**src/rtl/disp_port_pkg.sv**
```systemverilog
package disp_port_pkg;
  typedef enum logic [2:0] {
    OP_NONE, OP_SET_HI, OP_SET_LO, OP_MODE, OP_WRITE, OP_READ
  } host_op_e;
endpackage

```
**src/rtl/hp_decode.sv**
```systemverilog
module hp_decode
  import disp_port_pkg::*;
(
  input  logic       stb_i,
  input  logic       rs_i,
  input  logic       rw_i,
  input  logic [3:0] instr_hi_i,
  output host_op_e   op_o
);
  always_comb begin
    op_o = OP_NONE;
    if (stb_i) begin
      unique case ({rs_i, rw_i})
        2'b00: begin
          if (instr_hi_i[3])            op_o = OP_SET_LO;
          else if (instr_hi_i == 4'h1)  op_o = OP_SET_HI;
          else if (instr_hi_i == 4'h2)  op_o = OP_MODE;
          else                          op_o = OP_NONE;
        end
        2'b10:   op_o = OP_WRITE;
        2'b11:   op_o = OP_READ;
        default: op_o = OP_NONE;
      endcase
    end
  end
endmodule

```
**src/rtl/hp_addr_ctr.sv**
```systemverilog
module hp_addr_ctr
  import disp_port_pkg::*;
#(
  parameter int DEPTH = 1120,
  parameter int AW    = 11
) (
  input  logic          clk_i,
  input  logic          rst_ni,
  input  host_op_e      op_i,
  input  logic [6:0]    data_i,
  output logic [AW-1:0] ac_o,
  output logic [AW-1:0] addr_o,
  output logic          dec_o,
  output logic          rdm_o
);
  localparam int HI_W = AW - 7;
  localparam logic [AW-1:0] LAST = AW'(DEPTH - 1);

  logic [AW-1:0]   ac_q, ac_nxt, load_addr, step_addr;
  logic [HI_W-1:0] hi_q;
  logic            dec_q, rdm_q;

  generate
    if ((1 << AW) == DEPTH) begin : g_pow2
      assign step_addr = dec_q ? ac_q - 1'b1 : ac_q + 1'b1;
    end else begin : g_wrap
      assign step_addr = dec_q ? ((ac_q == '0) ? LAST : ac_q - 1'b1)
                               : ((ac_q == LAST) ? '0 : ac_q + 1'b1);
    end
  endgenerate

  // out-of-range loads fall back to 0
  always_comb begin
    load_addr = {hi_q, data_i};
    if (load_addr > LAST) load_addr = '0;
  end

  always_comb begin
    unique case (op_i)
      OP_SET_LO: ac_nxt = load_addr;
      OP_WRITE:  ac_nxt = step_addr;
      OP_READ:   ac_nxt = rdm_q ? step_addr : ac_q;
      default:   ac_nxt = ac_q;
    endcase
  end

  // writes use the current counter, fetches use the updated one
  assign addr_o = (op_i == OP_WRITE) ? ac_q : ac_nxt;

  always_ff @(posedge clk_i or negedge rst_ni) begin
    if (!rst_ni) begin
      ac_q  <= '0;
      hi_q  <= '0;
      dec_q <= 1'b0;
      rdm_q <= 1'b0;
    end else begin
      ac_q <= ac_nxt;
      if (op_i == OP_SET_HI) hi_q <= data_i[HI_W-1:0];
      if (op_i == OP_MODE) begin
        dec_q <= data_i[0];
        rdm_q <= data_i[1];
      end
    end
  end

  assign ac_o  = ac_q;
  assign dec_o = dec_q;
  assign rdm_o = rdm_q;
endmodule

```
**src/rtl/hp_data_path.sv**
```systemverilog
module hp_data_path
  import disp_port_pkg::*;
#(
  parameter int DW = 8
) (
  input  logic          clk_i,
  input  logic          rst_ni,
  input  host_op_e      op_i,
  input  logic [DW-1:0] wdata_i,
  input  logic [DW-1:0] ram_rdata_i,
  output logic [DW-1:0] dr_o,
  output logic [DW-1:0] rdata_o
);
  logic [DW-1:0] dr_q, latch_q;
  logic          fill_q;

  always_ff @(posedge clk_i or negedge rst_ni) begin
    if (!rst_ni) begin
      dr_q    <= '0;
      latch_q <= '0;
      fill_q  <= 1'b0;
    end else begin
      fill_q <= (op_i == OP_SET_LO) || (op_i == OP_READ);
      if (op_i == OP_WRITE) dr_q <= wdata_i;
      else if (fill_q)      dr_q <= ram_rdata_i;
      if (op_i == OP_READ)  latch_q <= dr_q;
    end
  end

  assign dr_o    = dr_q;
  assign rdata_o = latch_q;
endmodule

```
**src/rtl/disp_ram_port.sv**
```systemverilog
module disp_ram_port
  import disp_port_pkg::*;
#(
  parameter int DOTS_X = 112,
  parameter int DOTS_Y = 80,
  parameter int DW     = 8,
  localparam int DEPTH = DOTS_X * DOTS_Y / DW,
  localparam int AW    = $clog2(DEPTH)
) (
  input  logic          clk_i,
  input  logic          rst_ni,
  input  logic          stb_i,
  input  logic          rs_i,
  input  logic          rw_i,
  input  logic [DW-1:0] wdata_i,
  output logic [DW-1:0] rdata_o,
  output logic          ram_en_o,
  output logic          ram_we_o,
  output logic [AW-1:0] ram_addr_o,
  output logic [DW-1:0] ram_wdata_o,
  input  logic [DW-1:0] ram_rdata_i
);
  host_op_e      op;
  logic [AW-1:0] ac, addr;
  logic          dec, rdm;
  logic [DW-1:0] dr;

  hp_decode u_decode (
    .stb_i      (stb_i),
    .rs_i       (rs_i),
    .rw_i       (rw_i),
    .instr_hi_i (wdata_i[7:4]),
    .op_o       (op)
  );

  hp_addr_ctr #(.DEPTH(DEPTH), .AW(AW)) u_ctr (
    .clk_i  (clk_i),
    .rst_ni (rst_ni),
    .op_i   (op),
    .data_i (wdata_i[6:0]),
    .ac_o   (ac),
    .addr_o (addr),
    .dec_o  (dec),
    .rdm_o  (rdm)
  );

  hp_data_path #(.DW(DW)) u_data (
    .clk_i       (clk_i),
    .rst_ni      (rst_ni),
    .op_i        (op),
    .wdata_i     (wdata_i),
    .ram_rdata_i (ram_rdata_i),
    .dr_o        (dr),
    .rdata_o     (rdata_o)
  );

  assign ram_en_o    = (op == OP_SET_LO) || (op == OP_WRITE) || (op == OP_READ);
  assign ram_we_o    = (op == OP_WRITE);
  assign ram_addr_o  = addr;
  assign ram_wdata_o = wdata_i;
endmodule

```
**config.mk**
```make
export PLATFORM = sky130hd
export DESIGN_NAME = disp_ram_port
export DESIGN_NICKNAME = d
export VERILOG_FILES = /design/src/rtl/disp_port_pkg.sv /design/src/rtl/hp_decode.sv /design/src/rtl/hp_addr_ctr.sv /design/src/rtl/hp_data_path.sv /design/src/rtl/disp_ram_port.sv
export SDC_FILE = /design/constraint.sdc
export NUM_CORES = 1
export LEC_CHECK = 0
export ABC_AREA = 1
export BUFFER_PORTS_ARGS = -buffer_cell sky130_fd_sc_hd__buf_2
export CAP_MARGIN = 40
export CELL_PAD_IN_SITES_DETAIL_PLACEMENT = 1
export CELL_PAD_IN_SITES_GLOBAL_PLACEMENT = 2
export CORE_MARGIN = 5
export CORE_UTILIZATION = 32
export CTS_CLUSTER_SIZE = 25
export DETAILED_ROUTE_END_ITERATION = 16
export PLACE_DENSITY = 0.81
export SKIP_CTS_REPAIR_TIMING = 1
export SLEW_MARGIN = 20
export SYNTH_ARGS = -nofsm -noshare
export SYNTH_HDL_FRONTEND = slang
export SYNTH_SLANG_ARGS = --single-unit
```
**constraint.sdc**
```tcl
create_clock -name clk_i -period 6 [get_ports clk_i]
set_input_delay 1.2 -clock clk_i [delete_from_list [all_inputs] [get_ports clk_i]]
set_output_delay 1.2 -clock clk_i [all_outputs]
set_load 0.05 [all_outputs]
```
==> impl_metrics.tcl <==
set metrics [dict create \
    hpwl_um 6920 \
    avgSynthCellArea_um2 6.54 \
    use_met1_pct 22.7 \
    hold_viol_final 0 \
    clkPwrFrac_pct 18.7 \
    crit_top_cell "buf_2" \
    drt_iter0_markers 72 \
    max-cap-violations 0 \
    path_class "in -> out" \
    netlist_area_um2 2710 \
    io_pins 50 \
    switching_share_pct 50.5 \
    rows 33 \
    synth_cell_types 35 \
    crit_start "rs_i" \
    die-area_um2 10400 \
    hold_start "u_data.rdata_o[2]" \
    ys_top_cells_by_area "dfrtp_1, nand2_1, nand3_1" \
    grt_use_total_pct 18.2 \
    leakage_nw 1.52 \
    detail-route-antenna-nets 0 \
    globalplace.congestion 0.795 \
    tightestPinTransition_ps 560 \
    relSlewSlack_pct 62.6 \
    drv_slew 0 \
    grt_pass1_vias 3034 \
    cts_tree "built" \
    numCtsBuffers 5 \
    finClkSkew_ps 4.71 \
    critPathArrivalTime_ps 3090 \
    syn_nets 438 \
    fin_util_pct 37.1 \
    grt_start_max_net_pins 30 \
    rsz0062_at_grt "false" \
    slowest_delay_ps 460 \
    drive_gt1_share_pct 18.1 \
    synth_edf_count 0 \
    p_seq_share_pct 36.2 \
    die-width_um 102 \
    drt_wl_total_um 8810 \
    ys_dominant_reg_cell "dfrtp_1" \
    r2r-start "u_ctr.ac_o[0]" \
    p_per_area_nw_per_um2 316 \
    finalSetupViolCount 0 \
    final_cells 553 \
    met2_usage_pct 33.4 \
    grt_pass1_wl_um 15100 \
    critPathRequiredTime_ps 4800 \
    antenna_found_initial 0 \
    nets 471 \
    syn_inst 414 \
    vias 2788 \
    first_pass_iters 4 \
    clk_path_buf_depth 2 \
    period_needed_ps 4290 \
    core_area_um2 8220 \
    wl_per_cell_um 15.9 \
    comb_power_share_pct 45.1 \
    p_int_mw 0.477 \
    hold_class "reg -> reg" \
    grt.overflow.total 0 \
    yosysMostFrequentCell "nand2_1" \
    finalCritPeriodShare_pct 71.5 \
    start_util_pct 33.0 \
    ys_warn_count 0 \
    vias_per_cell 5.04 \
    crit_chain "buf_2 > nand3_2 > nor2_1 > inv_1 > o21ai_0 > o22ai_1 > nand2_1 > buf_2" \
    h-tree-depth 2 \
    dp_cells 545 \
    slowest_stage "nor2_1" \
    fmax_mhz 233 \
    synth_top_area_share_pct 31.4 \
    clkSlewWorstSetupHoldPaths_ps 80 \
    cts.sinks 34 \
    status "complete, no violations" \
    yosysSeqAreaShare_pct 31.4 \
    io_buffers 49 \
    area_growth_pct 12.6 \
    reg2reg_slack_ps 3840 \
    power.switching_mw 0.486 \
    drc 0 \
    dieHeight_um 102 \
    end_kind "output pin" \
    ys_top_cells_by_count "nand2_1, nand3_1, inv_1, dfrtp_1, nor2_1" \
    insertion_delay_ps 290 \
    n_antenna_cell 0 \
    peakVddDrop_v 0.000136 \
    grtUsageMet3_pct 2.32 \
    path_max_fanout 27 \
    synth_area_leader_cell "dfrtp_1" \
    ctsRootBufferMaster "clkbuf_8" \
    cp-start-kind "primary input" \
    ys_seq_elements 34 \
    postSynth.asyncResetShare_pct 100 \
    tns_ps 0 \
    busiest_layer "met2" \
]
-- critical path, delay by kind of cell --
kind	cells	cell delay, ps
buf+inv	3	520
simple gates	3	1010
compound gates	2	350
-- per-layer routing --
layer	routed length, µm	vias up
met1	4000	1340
met5	0	-
met2	4530	42
met3	192	7
li1	-	1399
met4	94	0
-- logic make-up after synthesis --
group                    Yosys count  share of synthesized area [%]
XOR/XNOR                           3                          0.970
AO/OA/AOI/OAI                     52                           11.4
flip-flops                        34                           31.4
adder cells (fa/ha/maj)            3                           1.39
buffers and inverters             73                           12.3
AND/OR/NAND/NOR                  249                           42.6
-- power groups by stage --
stage                     logic, mW  clock network [mW]  registers (mW)
after floorplan               0.327                   0           0.350
final                         0.435               0.180           0.349
after CTS                     0.440               0.185           0.349
after detailed placement      0.437                   0           0.354
after global routing          0.486               0.194           0.357
after global placement        0.431                   0           0.352
-- cell type report --
class                   count  area, µm²
clock buffers               5       68.8
clock inverters             3       21.3
fillers                  1097       5170
inverters                  48        180
multi-input cells         307       1530
flip-flops and latches     34        851
well taps                 105        131
repair buffers             51        273
-- metrics by stage --
stage	hold WS (ps)	worst slack [ps]	cell area, µm²	total power [mW]
final	489	1710	3050	0.964
after global routing	526	1450	3050	1.04
after CTS	496	1680	3050	0.974
after detailed placement	475	1690	2960	0.791
after global placement	467	1750	2940	0.783
after floorplan	466	2160	2710	0.677
-- path summary, 6_finish.rpt --
path,endpoint,cells past startpoint
setup / recovery,ram_addr_o[4],8
hold / removal,u_data.rdata_o[2],2
setup reg to reg,u_ctr.ac_o[4],10
hold reg to reg,u_data.rdata_o[2],2
max in group asynchronous,u_data.rdata_o[6],2
min in group asynchronous,u_data.rdata_o[0],1
-- state kept, by name, indices dropped and copies added (netlist names) --
signal / cells
u_ctr.ac_o: 11
u_data.dr_o: 8
u_data.rdata_o: 8
u_ctr.hi_q: 4
u_ctr.dec_o: 1
u_ctr.rdm_o: 1
u_data.fill_q: 1
-- cells in the final DEF (no fill, tap or decap), types with 2 or more instances in the layout --
master	instances
clkbuf_8	5
nor2_2	5
o211ai_1	2
a21oi_1	5
nand3b_1	4
o221ai_1	8
and2_1	5
nand3_2	2
nor2_4	4
nand4_1	8
dfrtp_1	34
o21ai_0	28
nand3_1	54
inv_1	44
ha_1	3
nand2_1	129
buf_2	49
nand2_4	2
o21ai_1	4
inv_2	4
xor2_1	3
nor2_1	31
No activity file was read; power rests on OpenSTA's default activity.
